### src/rtl/pll_search_pkg.sv
package pll_search_pkg;
  localparam int FREQ_W      = 20;
  localparam int Q_W         = FREQ_W + 2;
  localparam int M_W         = 5;
  localparam int N_W         = 7;
  localparam int MP_W        = M_W + 1;
  localparam int POST_W      = 3;
  localparam int POST_STEPS  = 3;
  localparam int REF_W       = 17;
  localparam int PROD_W      = Q_W + MP_W;
  localparam int CMP_W       = PROD_W + MP_W;
  localparam int VCO_W       = 24;
  localparam int BYTE_W      = 8;

  localparam int MIN_VCO_KHZ = 50000;
  localparam int CLAMP_KHZ   = MIN_VCO_KHZ / 8;

  localparam int REF_LO_Q    = 57273;
  localparam int REF_HI_Q    = 108202;

  localparam int M_LO        = 1;
  localparam int M_HI_WIDE   = 31;
  localparam int M_HI_NARROW = 6;
  localparam int N_LO_FINE   = 100;
  localparam int N_LO        = 7;
  localparam int N_HI        = 127;

  localparam int BAND1_Q     = 100000 * 4;
  localparam int BAND2_Q     = 140000 * 4;
  localparam int BAND3_Q     = 180000 * 4;

  typedef struct packed {
    logic [M_W-1:0]   m_min;
    logic [M_W-1:0]   m_max;
    logic [N_W-1:0]   n_min;
    logic [N_W-1:0]   n_max;
    logic [REF_W-1:0] ref_q;
  } limits_t;

  typedef enum logic [1:0] {ST_IDLE, ST_SCAN, ST_DIV, ST_HOLD} eng_state_t;

  function automatic limits_t mode_limits(input logic [1:0] mode, input logic alt);
    limits_t l;
    l.m_min = M_W'(M_LO);
    l.m_max = M_W'(M_HI_WIDE);
    l.n_min = N_W'(N_LO);
    l.n_max = N_W'(N_HI);
    l.ref_q = REF_W'(REF_HI_Q);
    case (mode)
      2'd0: begin
        l.n_min = N_W'(N_LO_FINE);
        l.ref_q = REF_W'(REF_LO_Q);
      end
      2'd2: begin
        l.m_max = M_W'(M_HI_NARROW);
        l.ref_q = alt ? REF_W'(REF_LO_Q) : REF_W'(REF_HI_Q);
      end
      default: ;
    endcase
    return l;
  endfunction
endpackage

### src/rtl/pll_post_div.sv
module pll_post_div
  import pll_search_pkg::*;
(
  input  logic [FREQ_W-1:0] freq_khz,
  output logic [Q_W-1:0]    init_err_q,
  output logic [Q_W-1:0]    target_q,
  output logic [POST_W-1:0] post_div
);
  logic [FREQ_W-1:0] clamped;
  logic [FREQ_W-1:0] tgt;
  logic [POST_W-1:0] p;

  always_comb begin
    clamped = (freq_khz < FREQ_W'(CLAMP_KHZ)) ? FREQ_W'(CLAMP_KHZ) : freq_khz;
    tgt = clamped;
    p   = '0;
    for (int i = 0; i < POST_STEPS; i++) begin
      if (tgt < FREQ_W'(MIN_VCO_KHZ)) begin
        p   = {p[POST_W-2:0], 1'b1};
        tgt = {tgt[FREQ_W-2:0], 1'b0};
      end
    end
  end

  assign init_err_q = {clamped, 2'b00};
  assign target_q   = {tgt, 2'b00};
  assign post_div   = p;
endmodule

### src/rtl/pll_pair_scan.sv
module pll_pair_scan
  import pll_search_pkg::*;
(
  input  logic           clk,
  input  logic           rst_n,
  input  logic           start,
  input  limits_t        lim,
  input  logic [Q_W-1:0] target_q,
  input  logic [Q_W-1:0] init_err_q,
  output logic           busy,
  output logic           done,
  output logic [M_W-1:0] best_m,
  output logic [N_W-1:0] best_n
);
  limits_t             lim_r;
  logic [Q_W-1:0]      tgt_r;
  logic [M_W-1:0]      m_c;
  logic [N_W-1:0]      n_c;
  logic [PROD_W-1:0]   bnum;
  logic [MP_W-1:0]     bden;

  logic [PROD_W-1:0]   a_ref, a_tgt, diff;
  logic [CMP_W-1:0]    lhs, rhs;
  logic                better, last;

  assign a_ref  = PROD_W'(lim_r.ref_q) * (PROD_W'(n_c) + PROD_W'(1));
  assign a_tgt  = PROD_W'(tgt_r) * (PROD_W'(m_c) + PROD_W'(1));
  assign diff   = (a_ref >= a_tgt) ? (a_ref - a_tgt) : (a_tgt - a_ref);
  assign lhs    = CMP_W'(diff) * CMP_W'(bden);
  assign rhs    = CMP_W'(bnum) * (CMP_W'(m_c) + CMP_W'(1));
  assign better = lhs < rhs;
  assign last   = (m_c == lim_r.m_max) && (n_c == lim_r.n_max);

  always_ff @(posedge clk or negedge rst_n) begin
    if (!rst_n) begin
      lim_r  <= '0;
      tgt_r  <= '0;
      m_c    <= '0;
      n_c    <= '0;
      best_m <= '0;
      best_n <= '0;
      bnum   <= '0;
      bden   <= MP_W'(1);
      busy   <= 1'b0;
      done   <= 1'b0;
    end else begin
      done <= 1'b0;
      if (start) begin
        lim_r  <= lim;
        tgt_r  <= target_q;
        m_c    <= lim.m_min;
        n_c    <= lim.n_min;
        best_m <= lim.m_min;
        best_n <= lim.n_min;
        bnum   <= PROD_W'(init_err_q);
        bden   <= MP_W'(1);
        busy   <= 1'b1;
      end else if (busy) begin
        if (better) begin
          best_m <= m_c;
          best_n <= n_c;
          bnum   <= diff;
          bden   <= MP_W'(m_c) + MP_W'(1);
        end
        if (last) begin
          busy <= 1'b0;
          done <= 1'b1;
        end else if (n_c == lim_r.n_max) begin
          n_c <= lim_r.n_min;
          m_c <= m_c + M_W'(1);
        end else begin
          n_c <= n_c + N_W'(1);
        end
      end
    end
  end

  // scan counters never leave the limits latched at start
  p_scan_in_range_r5: assert property (@(posedge clk) disable iff (!rst_n)
    busy |-> (m_c >= lim_r.m_min) && (m_c <= lim_r.m_max) &&
             (n_c >= lim_r.n_min) && (n_c <= lim_r.n_max));

  // the best error recorded never grows while scanning
  p_best_monotone_r4: assert property (@(posedge clk) disable iff (!rst_n)
    (busy && $past(busy)) |->
      (CMP_W'(bnum) * CMP_W'($past(bden)) <= CMP_W'($past(bnum)) * CMP_W'(bden)));
endmodule

### src/rtl/pll_restoring_div.sv
module pll_restoring_div #(
  parameter int DVD_W = 28,
  parameter int DVS_W = 6
) (
  input  logic             clk,
  input  logic             rst_n,
  input  logic             start,
  input  logic [DVD_W-1:0] dividend,
  input  logic [DVS_W-1:0] divisor,
  output logic             busy,
  output logic             done,
  output logic [DVD_W-1:0] quotient
);
  localparam int CNT_W = $clog2(DVD_W + 1);

  logic [DVD_W-1:0] dvd_r;
  logic [DVS_W-1:0] dvs_r;
  logic [DVS_W-1:0] rem;
  logic [CNT_W-1:0] cnt;
  logic [DVS_W:0]   rem_sh;
  logic             step_bit;
  logic [DVS_W-1:0] step_rem;

  assign rem_sh   = {rem, dvd_r[DVD_W-1]};
  assign step_bit = rem_sh >= {1'b0, dvs_r};
  assign step_rem = step_bit ? DVS_W'(rem_sh - {1'b0, dvs_r}) : rem_sh[DVS_W-1:0];

  always_ff @(posedge clk or negedge rst_n) begin
    if (!rst_n) begin
      dvd_r    <= '0;
      dvs_r    <= '0;
      rem      <= '0;
      cnt      <= '0;
      quotient <= '0;
      busy     <= 1'b0;
      done     <= 1'b0;
    end else begin
      done <= 1'b0;
      if (start) begin
        dvd_r    <= dividend;
        dvs_r    <= divisor;
        rem      <= '0;
        cnt      <= '0;
        quotient <= '0;
        busy     <= 1'b1;
      end else if (busy) begin
        rem      <= step_rem;
        quotient <= {quotient[DVD_W-2:0], step_bit};
        dvd_r    <= {dvd_r[DVD_W-2:0], 1'b0};
        cnt      <= cnt + CNT_W'(1);
        if (cnt == CNT_W'(DVD_W - 1)) begin
          busy <= 1'b0;
          done <= 1'b1;
        end
      end
    end
  end

  // the partial remainder always stays below the divisor
  p_rem_below_divisor_r3: assert property (@(posedge clk) disable iff (!rst_n)
    busy |-> (rem < dvs_r));

  // the division never runs longer than one step per dividend bit
  p_div_length_r3: assert property (@(posedge clk) disable iff (!rst_n)
    busy |-> (cnt < CNT_W'(DVD_W)));
endmodule

### src/rtl/pll_search_engine.sv
module pll_search_engine
  import pll_search_pkg::*;
(
  input  logic              clk,
  input  logic              rst_n,
  input  logic              in_valid,
  output logic              in_ready,
  input  logic [FREQ_W-1:0] in_freq_khz,
  input  logic [1:0]        in_mode,
  input  logic              in_ref_alt,
  output logic              out_valid,
  input  logic              out_ready,
  output logic [BYTE_W-1:0] out_m_byte,
  output logic [BYTE_W-1:0] out_n_byte,
  output logic [BYTE_W-1:0] out_ps_byte,
  output logic [VCO_W-1:0]  out_vco_q,
  output logic [VCO_W-1:0]  out_freq_q
);
  eng_state_t        state;
  logic              accept;
  limits_t           lim_in;
  logic [Q_W-1:0]    init_err_q, target_q;
  logic [POST_W-1:0] post_div;

  logic [REF_W-1:0]  ref_r;
  logic [POST_W-1:0] p_r;
  logic [M_W-1:0]    m_r;
  logic [N_W-1:0]    n_r;
  logic [VCO_W-1:0]  vco_r;

  logic              scan_busy, scan_done;
  logic [M_W-1:0]    scan_m;
  logic [N_W-1:0]    scan_n;
  logic              div_busy, div_done;
  logic [PROD_W-1:0] div_dvd, div_quo;
  logic [MP_W-1:0]   div_dvs;

  logic [1:0]        s_sel;
  logic [1:0]        shift;

  assign in_ready  = (state == ST_IDLE);
  assign out_valid = (state == ST_HOLD);
  assign accept    = in_valid && in_ready;
  assign lim_in    = mode_limits(in_mode, in_ref_alt);

  pll_post_div u_post (
    .freq_khz   (in_freq_khz),
    .init_err_q (init_err_q),
    .target_q   (target_q),
    .post_div   (post_div)
  );

  pll_pair_scan u_scan (
    .clk        (clk),
    .rst_n      (rst_n),
    .start      (accept),
    .lim        (lim_in),
    .target_q   (target_q),
    .init_err_q (init_err_q),
    .busy       (scan_busy),
    .done       (scan_done),
    .best_m     (scan_m),
    .best_n     (scan_n)
  );

  assign div_dvd = PROD_W'(ref_r) * (PROD_W'(scan_n) + PROD_W'(1));
  assign div_dvs = MP_W'(scan_m) + MP_W'(1);

  pll_restoring_div #(.DVD_W(PROD_W), .DVS_W(MP_W)) u_div (
    .clk      (clk),
    .rst_n    (rst_n),
    .start    (scan_done),
    .dividend (div_dvd),
    .divisor  (div_dvs),
    .busy     (div_busy),
    .done     (div_done),
    .quotient (div_quo)
  );

  always_ff @(posedge clk or negedge rst_n) begin
    if (!rst_n) begin
      state <= ST_IDLE;
      ref_r <= '0;
      p_r   <= '0;
      m_r   <= '0;
      n_r   <= '0;
      vco_r <= '0;
    end else begin
      case (state)
        ST_IDLE: if (accept) begin
          ref_r <= lim_in.ref_q;
          p_r   <= post_div;
          state <= ST_SCAN;
        end
        ST_SCAN: if (scan_done) begin
          m_r   <= scan_m;
          n_r   <= scan_n;
          state <= ST_DIV;
        end
        ST_DIV: if (div_done) begin
          vco_r <= div_quo[VCO_W-1:0];
          state <= ST_HOLD;
        end
        default: if (out_ready) state <= ST_IDLE;
      endcase
    end
  end

  always_comb begin
    if (vco_r >= VCO_W'(BAND3_Q))      s_sel = 2'd3;
    else if (vco_r >= VCO_W'(BAND2_Q)) s_sel = 2'd2;
    else if (vco_r >= VCO_W'(BAND1_Q)) s_sel = 2'd1;
    else                               s_sel = 2'd0;
    case (p_r)
      3'd1:    shift = 2'd1;
      3'd3:    shift = 2'd2;
      3'd7:    shift = 2'd3;
      default: shift = 2'd0;
    endcase
  end

  assign out_m_byte  = {{(BYTE_W-M_W){1'b0}}, m_r};
  assign out_n_byte  = {{(BYTE_W-N_W){1'b0}}, n_r};
  assign out_ps_byte = {3'b000, s_sel, p_r};
  assign out_vco_q   = vco_r;
  assign out_freq_q  = vco_r >> shift;

  // no new request is taken while a result waits
  p_no_accept_in_hold_r8: assert property (@(posedge clk) disable iff (!rst_n)
    out_valid |-> !in_ready);

  // acceptance closes the input until the result is taken
  p_busy_after_accept_r8: assert property (@(posedge clk) disable iff (!rst_n)
    (in_valid && in_ready) |=> !in_ready);

  // back-pressure freezes the result
  p_hold_stable_r9: assert property (@(posedge clk) disable iff (!rst_n)
    (out_valid && !out_ready) |=> (out_valid && $stable(out_m_byte) &&
      $stable(out_n_byte) && $stable(out_ps_byte) && $stable(out_vco_q)));

  // only post divider values 0, 1, 3, 7 are ever presented
  p_post_legal_r2: assert property (@(posedge clk) disable iff (!rst_n)
    out_valid |-> $onehot({1'b0, out_ps_byte[2:0]} + 4'd1));

  // output frequency never exceeds the oscillator frequency
  p_freq_below_vco_r3: assert property (@(posedge clk) disable iff (!rst_n)
    out_valid |-> (out_freq_q <= out_vco_q));

  // scan and divider are never active at once
  p_single_phase_r5: assert property (@(posedge clk) disable iff (!rst_n)
    !(scan_busy && div_busy));
endmodule

### config.mk
export PLATFORM = sky130hd
export DESIGN_NAME = pll_search_engine
export DESIGN_NICKNAME = d
export VERILOG_FILES = /design/src/rtl/pll_search_pkg.sv /design/src/rtl/pll_post_div.sv /design/src/rtl/pll_pair_scan.sv /design/src/rtl/pll_restoring_div.sv /design/src/rtl/pll_search_engine.sv
export SDC_FILE = /design/constraint.sdc
export NUM_CORES = 2
export LEC_CHECK = 0
export ABC_AREA = 1
export BUFFER_PORTS_ARGS = -buffer_cell sky130_fd_sc_hd__buf_2
export CAP_MARGIN = 10
export CORE_MARGIN = 2
export CORE_UTILIZATION = 56
export CTS_CLUSTER_DIAMETER = 80
export DETAILED_ROUTE_END_ITERATION = 16
export PLACE_DENSITY = 0.75
export SLEW_MARGIN = 20
export SYNTH_ARGS = -nofsm -noshare
export SYNTH_HDL_FRONTEND = slang
export SYNTH_HIERARCHICAL = 1
export SYNTH_SLANG_ARGS = --single-unit
### constraint.sdc
create_clock -name clk -period 13.75 [get_ports clk]
set_input_delay 2.75 -clock clk [delete_from_list [all_inputs] [get_ports clk]]
set_output_delay 2.75 -clock clk [all_outputs]
set_load 0.05 [all_outputs]
==> summary.txt <==
Drt
  • Vias after detailed routing: 33,300
  • Routed len/inst: 16.8 µm
  • Vias per cell: 5.44
  • Iteration-0 DRC Markers: between 2,000 and 3,000
  • Pre-antenna DRT Iters: 6
  • DRC: 0
  • WL final: 102 mm
  • DRT antenna net count: 0

Global route
  • Number of global-route vias before repair: 32,800
  • First-pass GRT wire length: 168 mm
  • GRT overflow: 0
  • Number of antenna violations at the first check in global routing: 2
  • Largest net degree at the start of global routing: approximately 110
  • Global Route Usage Sum: 29.5%

Die
  • Core Region: 0.0670 mm²
  • I/O pins: 101
  • Area of the die: about 0.070 mm²
  • Vert. Die Dim: 264 µm
  • Die W: 264 µm
  • Cell Rows: 95
  • Starting Density: a little under three fifths

Setup path
  • Bufs and invs on worst path: 7
  • Worst Path Max Fanout: 20
  • Kind of critical path: reg2reg
  • WP data arrival: 13,460 ps
  • CP required: 14,240 ps
  • Max incr delay on CP: around 570 ps
  • Slowest CP cell: clkinv_1
  • CP top delay family: adder cells
  • Crit path launch type: flip-flop
  • CP endpoint kind: flip-flop
  • Most frequent cell on the critical path: nand2_1

Logic synthesis
  • Mapped Avg Cell Area: about 7.3 µm²
  • YS warnings: 6
  • Synth Cell Area: about 0.038 mm²
  • Gate Count Post-Synth: 5,170

Timing
  • Max Transition Viols Final: 0
  • Fin Clk Skew: 17.6 ps
  • Final Setup Violations: 0
  • Min Tclk post-route: 12,970 ps
  • Fin crit share: 94.3%
  • Relative slew slack: 29.7%
  • Fin Setup TNS: 0 ps
  • Worst Tran Pin Value: 1050 ps
  • Final Hold Vio Count: 0
  • Fmax: 77.1 MHz

Layout
  • Post-layout nets: 6,021
  • Finished layout cell area: between 0.04 and 0.05 mm²
  • Most frequent cells in the layout: nand2_1, inv_1, nor2_1
  • Filler Cell Count: ~6,200
  • Commonest non-fill, non-tap cell in the layout: nand2_1
  • Ratio of cells with drive above 1 in the final layout: about 6.4%
  • Area Overhead vs Synth: 6.52%

Clock tree
  • Reg clk slew, reported paths: 60 ps
  • Clk buf depth: 3
  • Worst-Skew Late Latency: 570 ps
  • Clk sinks: about 230
  • Root buffer cell: clkbuf_16
  • Cts-stage hold buffer count: 0
  • Htree depth: 1
  • CTS buffer count: 28
  • CTS tree: yes

Flow run
  • Max cap viols: 0

Status
  • Outcome: finished, final reports clean

Placed design
  • Gpl congestion: 0.977
  • DP Wirelength: 83.9 mm
  • Number of buffers inserted by port buffering: 93
  • Placed Area: 0.0392 mm²

Min path
  • Hold Crit Class: reg2reg
==> timing repair <==
action,4_1_cts,5_1_grt
setup endpoints to repair,0,46
setup buffers,0,1
gates resized for setup,0,51
==> through the flow <==
step	setup slack (ps)	hold WS, ps	utilization (%)	cells
3_3_place_gp	596	451	58.4	6058
5_1_grt	-56.2	500	60.2	6111
2_1_floorplan	1580	436	-	5206
3_5_place_dp	278	462	58.4	6058
6_report	779	477	60.2	6112
4_1_cts	227	480	59.8	6108
==> path summary, 6_finish.rpt <==
check	from	end	slack, ps	cells after the start
setup / recovery	u_scan/m_c[0]	u_scan/bnum[3]	780	57
hold / removal	u_div/dvs_r[0]	u_div/dvs_r[0]	480	2
setup reg to reg	u_scan/m_c[0]	u_scan/bnum[3]	780	57
hold reg to reg	u_div/dvs_r[0]	u_div/dvs_r[0]	480	2
max in group asynchronous	rst_n	u_scan/n_c[1]	9290	3
min in group asynchronous	rst_n	state[0]	2250	1
==> cell type report <==
| class | count | area [µm²] | share of cell area, % |
|---|---|---|---|
| multi-input combinational | 3765 | 27600 | 68.6 |
| sequential | 233 | 5830 | 14.5 |
| inverter | 1049 | 3950 | 9.79 |
| tap | 873 | 1090 | 2.71 |
| timing repair buffer | 141 | 895 | 2.22 |
| clock buffer | 33 | 749 | 1.86 |
| clock inverter | 17 | 160 | 0.397 |
| antenna | 1 | 2.50 | 0.00621 |
==> worst min-delay path, cell delays in order (launching register included) <==
cell     delay, ps
dfrtp_1        350
nand2_1         50
nand2_1         50
==> state kept, by name, indices dropped and copies added (netlist names) <==
register	flops
u_scan/lim_r	36
u_div/dvd_r	28
u_scan/bnum	28
out_vco_q	24
u_div/quotient	24
u_scan/tgt_r	22
n_r	7
u_scan/best_n	7
u_scan/n_c	7
u_div/dvs_r	6
u_div/rem	6
u_scan/bden	6
m_r	5
u_div/cnt	5
u_scan/best_m	5
u_scan/m_c	5
p_r	3
ref_r	3
state	2
u_div/busy	1
u_div/done	1
u_scan/busy	1
u_scan/done	1
==> metal layers <==
layer	track usage [%]	vias up	share of wire (%)
met5	0	-	0.024
met1	40.8	16000	43
met3	4.89	186	7.6
li1	-	15900	-
met2	48.0	1170	46
met4	8.34	4	2.9
Power is left out: the tool's default activity adds up to more than one toggle a clock period on the data nets, which glitch-free logic cannot reach.
